## config.mk

```make
export PLATFORM = sky130hd
export DESIGN_NAME = fn_addr_defer
export DESIGN_NICKNAME = d
export VERILOG_FILES = /design/src/rtl/fn_addr_pkg.sv /design/src/rtl/fn_addr_bus_if.sv /design/src/rtl/fn_addr_seq.sv /design/src/rtl/fn_addr_core.sv /design/src/rtl/fn_addr_defer.sv
export SDC_FILE = /design/constraint.sdc
export NUM_CORES = 1
export LEC_CHECK = 0
export ABC_CLOCK_PERIOD_IN_PS = 1900
export BUFFER_PORTS_ARGS = -buffer_cell sky130_fd_sc_hd__buf_2
export CAP_MARGIN = 40
export CELL_PAD_IN_SITES_DETAIL_PLACEMENT = 1
export CELL_PAD_IN_SITES_GLOBAL_PLACEMENT = 2
export CORE_ASPECT_RATIO = 1.1
export CORE_UTILIZATION = 30
export CTS_CLUSTER_SIZE = 20
export DETAILED_ROUTE_END_ITERATION = 6
export PLACE_DENSITY = 0.89
export SETUP_SLACK_MARGIN = 0.05
export SYNTH_ARGS = -nofsm -noshare
export SYNTH_HDL_FRONTEND = slang
export SYNTH_SLANG_ARGS = --single-unit
```

## constraint.sdc

```tcl
create_clock -name clk -period 1.9 [get_ports clk]
set_clock_uncertainty 0.15 [all_clocks]
set_input_delay 0.285 -clock clk [delete_from_list [all_inputs] [get_ports clk]]
set_output_delay 0.285 -clock clk [all_outputs]
set_load 0.02 [all_outputs]
```

## src/rtl/fn_addr_pkg.sv

```systemverilog
package fn_addr_pkg;

    // Per-cycle control decisions handed from the sequencer to the state core.
    typedef struct packed {
        logic clear;    // drop everything back to zero
        logic load;     // capture new staged address
        logic promote;  // move staged address to active
    } fa_ctl_t;

endpackage

```

## src/rtl/fn_addr_bus_if.sv

```systemverilog
module fn_addr_bus_if #(
    parameter int unsigned ADDR_W = 7,
    parameter int unsigned DATA_W = 8
) (
    input  logic              reg_sel,
    input  logic              reg_wr,
    input  logic              reg_rd,
    input  logic [DATA_W-1:0] reg_wdata,
    input  logic [ADDR_W-1:0] staged,
    input  logic              pending,
    output logic              wr_strobe,
    output logic [ADDR_W-1:0] wr_value,
    output logic [DATA_W-1:0] reg_rdata
);
    localparam int unsigned PAD_W = DATA_W - ADDR_W - 1;

    logic [DATA_W-1:0] view_d;

    always_comb begin
        wr_strobe = reg_sel & reg_wr;
        // status bit position is never writable; only the address field is taken
        wr_value  = reg_wdata[ADDR_W-1:0];
    end

    generate
        if (PAD_W > 0) begin : g_pad
            always_comb view_d = {pending, {PAD_W{1'b0}}, staged};
        end else begin : g_nopad
            always_comb view_d = {pending, staged};
        end
    endgenerate

    always_comb begin
        reg_rdata = (reg_sel & reg_rd) ? view_d : '0;
    end

endmodule

```

## src/rtl/fn_addr_seq.sv

```systemverilog
module fn_addr_seq
    import fn_addr_pkg::*;
(
    input  logic    lp_enter,
    input  logic    bus_reset,
    input  logic    wr_strobe,
    input  logic    commit,
    input  logic    pending,
    output fa_ctl_t ctl
);
    always_comb begin
        ctl.clear   = lp_enter | bus_reset;
        ctl.load    = wr_strobe & ~ctl.clear;
        ctl.promote = commit & pending & ~ctl.clear;
    end
endmodule

```

## src/rtl/fn_addr_core.sv

```systemverilog
module fn_addr_core
    import fn_addr_pkg::*;
#(
    parameter int unsigned ADDR_W = 7
) (
    input  logic              clk,
    input  logic              rst_n,
    input  fa_ctl_t           ctl,
    input  logic [ADDR_W-1:0] wr_value,
    output logic [ADDR_W-1:0] staged,
    output logic [ADDR_W-1:0] active,
    output logic              pending
);
    typedef struct packed {
        logic [ADDR_W-1:0] staged;
        logic [ADDR_W-1:0] active;
        logic              pending;
    } core_state_t;

    core_state_t st_d, st_q;

    always_comb begin
        st_d = st_q;
        if (ctl.clear) begin
            st_d = '0;
        end else begin
            if (ctl.promote) begin
                st_d.active  = st_q.staged;
                st_d.pending = 1'b0;
            end
            if (ctl.load) begin
                st_d.staged  = wr_value;
                st_d.pending = 1'b1;
            end
        end
    end

    always_ff @(posedge clk or negedge rst_n) begin
        if (!rst_n) st_q <= '0;
        else        st_q <= st_d;
    end

    always_comb begin
        staged  = st_q.staged;
        active  = st_q.active;
        pending = st_q.pending;
    end

    a_r2_load_sets_pending: assert property (@(posedge clk) disable iff (!rst_n)
        ctl.load |=> pending);
    a_r7_load_captures: assert property (@(posedge clk) disable iff (!rst_n)
        ctl.load |=> staged == $past(wr_value));
    a_r4_active_hold: assert property (@(posedge clk) disable iff (!rst_n)
        (!ctl.promote && !ctl.clear) |=> $stable(active));
    a_r5_promote_moves: assert property (@(posedge clk) disable iff (!rst_n)
        ctl.promote |=> active == $past(staged));
    a_r5_promote_clears_flag: assert property (@(posedge clk) disable iff (!rst_n)
        (ctl.promote && !ctl.load) |=> !pending);
    a_r9_clear_all: assert property (@(posedge clk) disable iff (!rst_n)
        ctl.clear |=> (active == '0 && staged == '0 && !pending));

endmodule

```

## src/rtl/fn_addr_defer.sv

```systemverilog
module fn_addr_defer
    import fn_addr_pkg::*;
#(
    parameter int unsigned ADDR_W = 7,
    parameter int unsigned DATA_W = 8
) (
    input  logic              clk,
    input  logic              rst_n,
    input  logic              lp_enter,
    input  logic              bus_reset,
    input  logic              reg_sel,
    input  logic              reg_wr,
    input  logic              reg_rd,
    input  logic [DATA_W-1:0] reg_wdata,
    output logic [DATA_W-1:0] reg_rdata,
    input  logic              commit,
    output logic [ADDR_W-1:0] active_addr,
    output logic              update_pending
);
    fa_ctl_t           ctl;
    logic              wr_strobe;
    logic [ADDR_W-1:0] wr_value;
    logic [ADDR_W-1:0] staged;
    logic              pending;

    fn_addr_bus_if #(.ADDR_W(ADDR_W), .DATA_W(DATA_W)) u_bus (
        .reg_sel   (reg_sel),
        .reg_wr    (reg_wr),
        .reg_rd    (reg_rd),
        .reg_wdata (reg_wdata),
        .staged    (staged),
        .pending   (pending),
        .wr_strobe (wr_strobe),
        .wr_value  (wr_value),
        .reg_rdata (reg_rdata)
    );

    fn_addr_seq u_seq (
        .lp_enter  (lp_enter),
        .bus_reset (bus_reset),
        .wr_strobe (wr_strobe),
        .commit    (commit),
        .pending   (pending),
        .ctl       (ctl)
    );

    fn_addr_core #(.ADDR_W(ADDR_W)) u_core (
        .clk      (clk),
        .rst_n    (rst_n),
        .ctl      (ctl),
        .wr_value (wr_value),
        .staged   (staged),
        .active   (active_addr),
        .pending  (pending)
    );

    assign update_pending = pending;

    a_r11_idle_read_zero: assert property (@(posedge clk) disable iff (!rst_n)
        !(reg_sel && reg_rd) |-> reg_rdata == '0);
    a_r12_unselected_write: assert property (@(posedge clk) disable iff (!rst_n)
        (!reg_sel && !commit && !lp_enter && !bus_reset) |=> $stable(update_pending) && $stable(active_addr));

endmodule

```

==> flow_metrics.tcl, run 1 <==
set metrics [dict create \
    gr-total-overflow 0 \
    critPathRequiredTime_ps 1460 \
    dp_slack_ps 473.7 \
    core_um2 2567 \
    combinationalPowerShare_pct 11.5 \
    final_hold_viol_count 0 \
    nNetsFinal 122 \
    grt_use_total_pct 14.26 \
    htreeDepth 1 \
    yosysTopAreaCellShare_pct 45.39 \
    grt_max_degree 24 \
    clock-root-buffer "clkbuf_4" \
    fmax_mhz 625.1 \
    start_util_pct 32.21 \
    clkTransAtPathRegs_ps 90 \
    drc 0 \
    p_per_area_nw_per_um2 569.8 \
    post-route-min-period_ps 1600 \
    n_antenna_cell 0 \
    drive_above_1_share_pct 56.19 \
    wl_um 1845 \
    netlist_top_cells_count "15 x dfrtp_1, 14 x a21bo_2, 14 x nand3_1, 10 x a21oi_2, 8 x and3_1" \
    yosys-top-cells-area "dfrtp_1 45%, a21bo_2 17%, a21oi_2 11%" \
    tritoncts "yes" \
    cts_buffers 3 \
    ys_seq_area_share_pct 45.39 \
    syn-cell-area_um2 827.0 \
    p_leak_uw 0.0005074 \
    maxCapViolations 0 \
    setup_viol 0 \
    first_iter_violations 8 \
    antenna_found_initial 0 \
    antenna_left 0 \
    rows 19 \
    post-synth-top-area-cell "dfrtp_1" \
    post_drt_wl_per_cell_um 13.57 \
    first_pass_iters 3 \
    io_buffers 30 \
    tightest_slew_ps 743.3 \
    synth-edff-count 0 \
    internal_power_uw 423.0 \
    synth_cell_type_count 13 \
    final.period_utilization_pct 84.19 \
    use_met3_pct 1.600 \
    use_met1_pct 17.62 \
    cts.sinks 15 \
    die_h_um 57.07 \
    ys_warn_count 0 \
    finalSetupTns_ps 0 \
    grt_pass1_wl_um 3291 \
    start_kind "flop" \
    dieWidth_um 52.06 \
    slew_violations 0 \
    stdcell_area_um2 999.7 \
    fill_cells 321 \
    outcome "finished, final reports clean" \
    max-vdd-ir-drop_mv 0.3391 \
    hold_class "primary input to flop" \
    pwr-share-clk_pct 31.2 \
    placed_cell_area_um2 962.2 \
    dp.final_hpwl_um 1342 \
    path_class "flop to primary output" \
    crit_arrival_ps 1160 \
    syn_avg_cell_area_um2 10.88 \
    areaGrowthSynthToFinish_pct 20.88 \
    yosysMostFrequentCell "dfrtp_1" \
    grt_pass1_vias 717 \
    synth_ff_type "dfrtp_1" \
    power_switching_uw 146.7 \
    cts_buffer_depth 2 \
    p_sw_share_pct 25.75 \
    grt_util_met2_pct 25.27 \
    cp_max_fo 10 \
    slew_headroom_pct 50.45 \
    num_io_pins 32 \
    final.setup.worst_slack_ps 300.3 \
    die_area_um2 2971 \
    synth_cells 76 \
    busiest_layer "met2" \
    rsz0062_at_grt "false" \
    clock_latency_ps 270 \
    cts_resized 0 \
    vias 686 \
    synth_fp_nets 92 \
    endpoint_kind "primary output" \
    place.gp.congestion 0.7464 \
    async_reset_ff_share_pct 100.0 \
    ys_ff_latch 15 \
    power.share.sequential_pct 57.3 \
    viasPerCell 5.044 \
]
worst max-delay path, cell delays in order, from the launching register on:
cell and delay, ps:
dfrtp_1 510, buf_4 210, buf_2 170
repair_timing:
item | CTS | global route
buffers inserted | 0 | 0
hold buffers | 1 | 0
endpoints found under the hold margin | 15 | 0
layer usage:
| metal | vias to the layer above | routed length, um | share of wire, % |
|---|---|---|---|
| met4 | 0 | 27 | 1.5 |
| met5 | - | 0 | 0 |
| li1 | 335 | - | - |
| met1 | 334 | 828 | 45 |
| met2 | 15 | 932 | 51 |
| met3 | 2 | 57 | 3.1 |
area by class of cell:
cell class | instances | area [um^2] | area share, %
flip-flops and latches | 15 | 375.4 | 37.55
multi-input cells | 54 | 390.4 | 39.05
well taps | 31 | 38.79 | 3.880
clock buffers | 3 | 22.52 | 2.253
repair buffers | 32 | 167.7 | 16.77
clock inverters | 1 | 5.005 | 0.5006
placed cells by master, fill, tap and decap left out:
master | synthesis | layout
clkinv_2 | 0 | 1
or2b_1 | 1 | 1
nand2_1 | 1 | 1
buf_4 | 2 | 1
a21oi_2 | 10 | 10
a21bo_2 | 14 | 14
or2_1 | 1 | 1
dlygate4sd3_1 | 0 | 1
buf_2 | 3 | 30
nand3_1 | 14 | 14
a21oi_1 | 5 | 5
dfrtp_1 | 15 | 15
and3_1 | 8 | 8
clkbuf_4 | 0 | 3
registers in the layout, summed over array words and instances (netlist names):
| register | flops |
|---|---|
| u_core.staged | 7 |
| u_core.active | 7 |
| u_core.pending | 1 |
through the flow:
step	util (%)	power, uW	hold WS [ps]	cells
floorplan	-	373.2	-160.6	76
global placement	37.48	395.0	48.94	131
detailed placement	37.48	398.0	59.51	131
CTS	38.94	580.6	98.08	136
global route	38.94	602.7	102.0	136
finish	38.94	569.6	104.5	136
worst paths after layout:
kind | from | endpoint | slack [ps] | depth (start not counted)
max in group asynchronous | rst_n | u_core.staged[0] | 1060 | 2
min in group asynchronous | rst_n | u_core.staged[6] | 290 | 2
worst min-delay path | reg_wdata[0] | u_core.staged[0] | 100 | 3
worst max register to register | u_core.pending | u_core.active[2] | 630 | 3
worst min register to register | u_core.staged[0] | u_core.active[0] | 400 | 2
worst max-delay path | u_core.pending | update_pending | 300 | 2
power groups by stage:
stage	Combinational, uW	Clock [uW]	Sequential (uW)
finish	65.5	178	326
global route	73.6	202	327
CTS	66.9	187	326
detailed placement	65.2	0	333
global placement	62.3	0	333
floorplan	40.9	0	332
logic make-up (layout without fill, tap and decap cells):
kind of cell | count (synthesis) | count (layout) | share of synthesized area [%]
buffers and inverters | 7 | 36 | 7.412
DFF | 15 | 15 | 45.39
and+or+nand+nor | 25 | 25 | 16.64
AOI/OAI and AO/OA | 29 | 29 | 30.56
Note: power is estimated with default switching activity, not from simulation.
==> inputs of run 2 (changes only) <==
- ABC_CLOCK_PERIOD_IN_PS: 1900 -> 1600
- CORE_UTILIZATION: 30 -> 28
- PLACE_DENSITY: 0.89 -> 0.84
- clock period: 1.9 -> 1.6 ns (I/O delays scaled with it)
==> flow_metrics.tcl, run 2 (synthesis gave the netlist of run 1 again) <==
set metrics [dict create \
    rows 20 \
    start_util_pct 29.77 \
    post-route-min-period_ps 1463 \
    r2r_setup_slack_ps 300 \
    final_hold_viol_count 0 \
    maxCapViolations 0 \
    clock_latency_ps 270 \
    hold_class "primary input to flop" \
    max-vdd-ir-drop_mv 0.3508 \
    grt_pass1_wl_um 3111 \
    ff2ff_path_depth 4 \
    cts_buffer_depth 2 \
    crit_arrival_ps 1070 \
    slew_violations 0 \
    layout_common_cells "30 x buf_2, 14 x nand3_1, 14 x a21bo_2, 14 x dfrtp_1, 10 x a21oi_2" \
    first_iter_violations 3 \
    slowest_stage "dfrtp_2" \
    use_met1_pct 19.42 \
    worst_hold_path.endpoint "u_core.staged[0]" \
    busiest_layer "met2" \
    die_h_um 59 \
    crit_chain "and3_1, buf_2" \
    p_leak_uw 0.0005245 \
    mostFrequentLayoutCell "buf_2" \
    cp_max_fo 7 \
    path_class "flop to primary output" \
    final.setup.worst_slack_ps 136.6 \
    fill_cells 330 \
    num_io_pins 32 \
    hold_start "reg_wdata[0]" \
    vias 697 \
    cp_slowest_stage_delay_ps 460 \
    tritoncts "yes" \
    grt_pass1_vias 657 \
    use_met3_pct 2.308 \
    cts.sinks 15 \
    finalSetupTns_ps 0 \
    dieWidth_um 53.82 \
    post_drt_wl_per_cell_um 13.27 \
    seq_area_um2 376.6 \
    grt_util_met2_pct 20.28 \
    dp_slack_ps 282.3 \
    place.gp.congestion 0.6815 \
    critPathRequiredTime_ps 1210 \
    rsz0062_at_grt "false" \
    core_um2 2778 \
    tightest_slew_ps 708.8 \
    first_pass_iters 4 \
    drc 0 \
    r2r-start "u_core.pending" \
    grt_use_total_pct 13.51 \
    start_kind "flop" \
    hold_depth 3 \
    areaGrowthSynthToFinish_pct 24.81 \
    die_area_um2 3175 \
    antenna_found_initial 0 \
    utilization_pct 37.16 \
    setup_viol 0 \
    outcome "finished, final reports clean" \
    cts_buffers 3 \
    grt_max_degree 24 \
    wl_um 1885 \
    drive_above_1_share_pct 57.80 \
    n_antenna_cell 0 \
    htreeDepth 1 \
    multi_input_comb_area_um2 390.4 \
    slew_headroom_pct 52.75 \
    antenna_left 0 \
    final.period_utilization_pct 91.47 \
    r2r_end "u_core.active[6]" \
    p_per_area_nw_per_um2 656.0 \
    nNetsFinal 126 \
    viasPerCell 4.908 \
    clock-root-buffer "clkbuf_4" \
    io_buffers 30 \
    fmax_mhz 683.3 \
    endpoint_kind "primary output" \
    gr-total-overflow 0 \
    clkTransAtPathRegs_ps 80 \
]
==> run 2: cell types whose count changed in the layout (fill, tap and decap cells not counted), sizes merged <==
cell | before | now
clkinv | 1 | 0
buf | 31 | 35
clkbuf | 3 | 4
==> run 2: final cells by class <==
class                   count  share of cell area [%]
multi-input cells          54                   37.82
flip-flops and latches     15                   36.48
repair buffers             36                   19.15
well taps                  33                   4.000
clock buffers               4                   2.545
==> run 2: per-layer routing <==
metal  share of wire (%)  wire, um  up-vias
met5                   0         0        -
met3                 5.0        95        2
met2                  47       881       22
met4                0.85        16        0
met1                  47       892      334
li1                    -         -      339
==> run 2: how the worst max path moves through the flow <==
stage,from,cells past startpoint,slack [ps],end
2_1_floorplan,u_core.pending,2,220,reg_rdata[7]
3_3_place_gp,reg_sel,3,300,reg_rdata[1]
3_5_place_dp,u_core.pending,3,280,u_core.pending
4_1_cts,u_core.pending,2,80,reg_rdata[7]
5_1_grt,u_core.pending,2,90,reg_rdata[7]
6_report,u_core.pending,2,140,reg_rdata[7]
==> run 2: critical path: cells and delay by family (launching register included) <==
family,cells,cell delay (ps)
simple gates,1,190
flops,1,460
buf+inv,1,150
==> run 2: timing repair <==
item / in CTS / in global routing
endpoints found under the setup margin: 1 / 1
hold buffers: 1 / 0
hold endpoints to repair: 15 / 0
setup buffers: 0 / 3
resized for setup: 1 / 0
==> run 2: through the flow <==
stage | area (um^2) | hold WS (ps) | power, uW | cells
finish | 1032 | 61.98 | 677.1 | 142
detailed placement | 972.2 | 9.575 | 473.2 | 134
floorplan | 827.0 | -205.6 | 443.2 | 76
global route | 1032 | 59.36 | 717.0 | 142
global placement | 972.2 | 7.295 | 470.9 | 134
CTS | 1010 | 55.59 | 686.3 | 139
==> run 2: report_power, final <==
| part | switching, uW | internal, uW |
|---|---|---|
| clock | 110 | 96.5 |
| combinational | 52.1 | 30.2 |
| sequential | 4.52 | 383 |
| total | 167 | 510 |
==> inputs of run 3 (changes only) <==
- CORE_UTILIZATION: 28 -> 27
- SYNTH_HIERARCHICAL: default -> 1
==> flow_metrics.tcl, run 3 <==
set metrics [dict create \
    outcome "finished, final reports clean" \
    gr-total-overflow 0 \
    synth-compound-area-share_pct 1.163 \
    grt_max_degree 16 \
    core_um2 2567 \
    r2r-start "u_core/pending" \
    final_hold_viol_count 0 \
    seq_area_um2 375.4 \
    clock-root-buffer "clkbuf_4" \
    finalSetupTns_ps 0 \
    ys_ff_latch 15 \
    slew_headroom_pct 63.24 \
    cp_num_buf_inv 1 \
    cts_setup_buffers 0 \
    drc 0 \
    drive_above_1_share_pct 41.67 \
    areaGrowthSynthToFinish_pct 22.09 \
    rows 19 \
    rsz0062_at_grt "false" \
    cts.sinks 15 \
    nNetsFinal 113 \
    mostFrequentLayoutCell "buf_2" \
    post-synth-top-area-cell "dfrtp_1" \
    post_drt_wl_per_cell_um 13.87 \
    antenna_found_initial 0 \
    clock_latency_ps 270 \
    tightest_slew_ps 551.4 \
    yosysTopAreaCellShare_pct 49.83 \
    antenna_left 0 \
    cp_top_family "flip-flops" \
    yosys-top-cells-area "dfrtp_1 50%, mux2i_1 19%, buf_4 8.0%" \
    critPathRequiredTime_ps 1210 \
    ys_seq_area_share_pct 49.83 \
    tritoncts "yes" \
    post-route-min-period_ps 1429 \
    cts_buffers 3 \
    critPathCapture "reg_rdata[2]" \
    crit_arrival_ps 1040 \
    path_class "flop to primary output" \
    synth_ff_type "dfrtp_1" \
    dieWidth_um 52.36 \
    r2r_setup_slack_ps 190 \
    grt_pass1_vias 638 \
    hold_class "primary input to flop" \
    n_antenna_cell 0 \
    die_area_um2 3005 \
    synth_simple_gate_area_share_pct 18.94 \
    p_leak_uw 0.0004832 \
    ys_warn_count 6 \
    r2r_end "u_core/active[3]" \
    start_util_pct 29.34 \
    path_depth 2 \
    htreeDepth 1 \
    placed_cell_area_um2 882.1 \
    fill_cells 310 \
    multi_input_comb_area_um2 291.5 \
    first_pass_iters 4 \
    yosysMostFrequentCell "dfrtp_1" \
    place.gp.congestion 0.6803 \
    cts_buffer_depth 2 \
    synth-edff-count 0 \
    start_kind "flop" \
    netlist_top_cells_count "15 x dfrtp_1, 14 x mux2i_1, 14 x nor2_1, 8 x and3_1, 8 x buf_4" \
    endpoint_kind "primary output" \
    layout_common_cells "30 x buf_2, 15 x dfrtp_1, 14 x mux2i_1, 14 x nor2_1, 8 x and3_1" \
    final.period_utilization_pct 89.33 \
    synth_cells 68 \
    die_h_um 57.40 \
    p_per_area_nw_per_um2 705.8 \
    stdcell_area_um2 919.6 \
    fmax_mhz 699.7 \
    cp_max_fo 3 \
    synthAdderAreaFrac_pct 0 \
    synth_cell_type_count 13 \
    max-vdd-ir-drop_mv 0.3889 \
    ff2ff_path_depth 3 \
    syn-cell-area_um2 753.2 \
    syn_avg_cell_area_um2 11.08 \
    grt_pass1_wl_um 2891 \
    maxCapViolations 0 \
    viasPerCell 4.543 \
    dp.final_hpwl_um 1340 \
    muxShareOfSynthArea_pct 18.60 \
    grt_use_total_pct 13.26 \
    slowest_stage "dfrtp_1" \
    slew_violations 0 \
    synth_top_family_by_area "simple AND/OR/NAND/NOR gates" \
    num_io_pins 32 \
    cp_slowest_stage_delay_ps 410 \
    vias 577 \
    crit_chain "and3_1, buf_2" \
    cp-startpoint "u_core/staged[2]" \
    first_iter_violations 11 \
    clkTransAtPathRegs_ps 90 \
    wl_um 1762 \
    async_reset_ff_share_pct 100.0 \
    synthXorXnorAreaFrac_pct 0 \
    io_buffers 30 \
    setup_viol 0 \
    synth_fp_nets 84 \
]
[run 3: cell types whose count changed after synthesis, moves of 5 or more]
cell / change
nor2_1: +14
mux2i_1: +14
buf_4: +6
a21oi_1: -5
nand3_1: -14
a21bo_2: -14
a21oi_2: -9
[run 3: metrics by stage]
stage	power, uW	setup slack (ps)	hold slack [ps]	std cells	util (%)
finish	649.0	170.7	60.79	127	35.82
global route	690.2	104.8	72.97	127	35.82
CTS	663.2	162.3	60.30	127	35.82
detailed placement	445.0	91.29	18.02	122	34.36
global placement	442.3	103.5	5.906	122	34.36
floorplan	421.1	267.9	-205.6	68	-
[run 3: metal layers]
| metal | part of all wire (%) | vias to the layer above | wire [um] | track usage, % |
|---|---|---|---|---|
| met5 | 0 | - | 0 | 0 |
| met4 | 1.2 | 0 | 22 | 5.639 |
| met3 | 5.1 | 2 | 89 | 2.667 |
| met2 | 49 | 18 | 863 | 22.24 |
| met1 | 45 | 282 | 786 | 16.19 |
| li1 | - | 275 | - | - |
[run 3: worst min-delay path by stage]
stage	from	to	slack [ps]	cells after the start
3_3_place_gp	rst_n	u_core/active[4]	6	1
6_report	reg_wdata[2]	u_core/staged[2]	60	3
3_5_place_dp	rst_n	u_core/staged[4]	20	1
2_1_floorplan	rst_n	u_core/active[0]	-210	0
5_1_grt	reg_wdata[3]	u_core/staged[3]	70	3
4_1_cts	reg_wdata[5]	u_core/staged[5]	60	3
[run 3: logic make-up after synthesis]
| group | after synthesis |
|---|---|
| muxes | 14 |
| DFF | 15 |
| buffers and inverters | 11 |
| AOI/OAI and AO/OA | 1 |
| and+or+nand+nor | 27 |
[run 3: cell type report]
type | count | area share [%]
clock inverter | 1 | 0.5442
clock buffer | 3 | 2.449
multi-input combinational | 42 | 31.70
tap | 31 | 4.218
inverter | 1 | 0.4082
timing repair buffer | 34 | 19.86
sequential | 15 | 40.82
[run 3: timing repair]
item                                   CTS  global route
gates resized for setup                  0             0
endpoints found under the hold margin   15             0
hold buffers                             1             0
[run 3: power breakdown]
group          leakage, uW  internal (uW)  switching, uW
sequential        0.000209            380           1.32
clock            0.0000177           92.4            118
combinational     0.000256           24.8           31.5
total             0.000483            498            151
[run 3: worst min-delay path: cells and delay by family]
kind / cells / cell delay, ps
and+or+nand+nor: 1 / 80
buffers and inverters: 1 / 70
muxes: 1 / 60
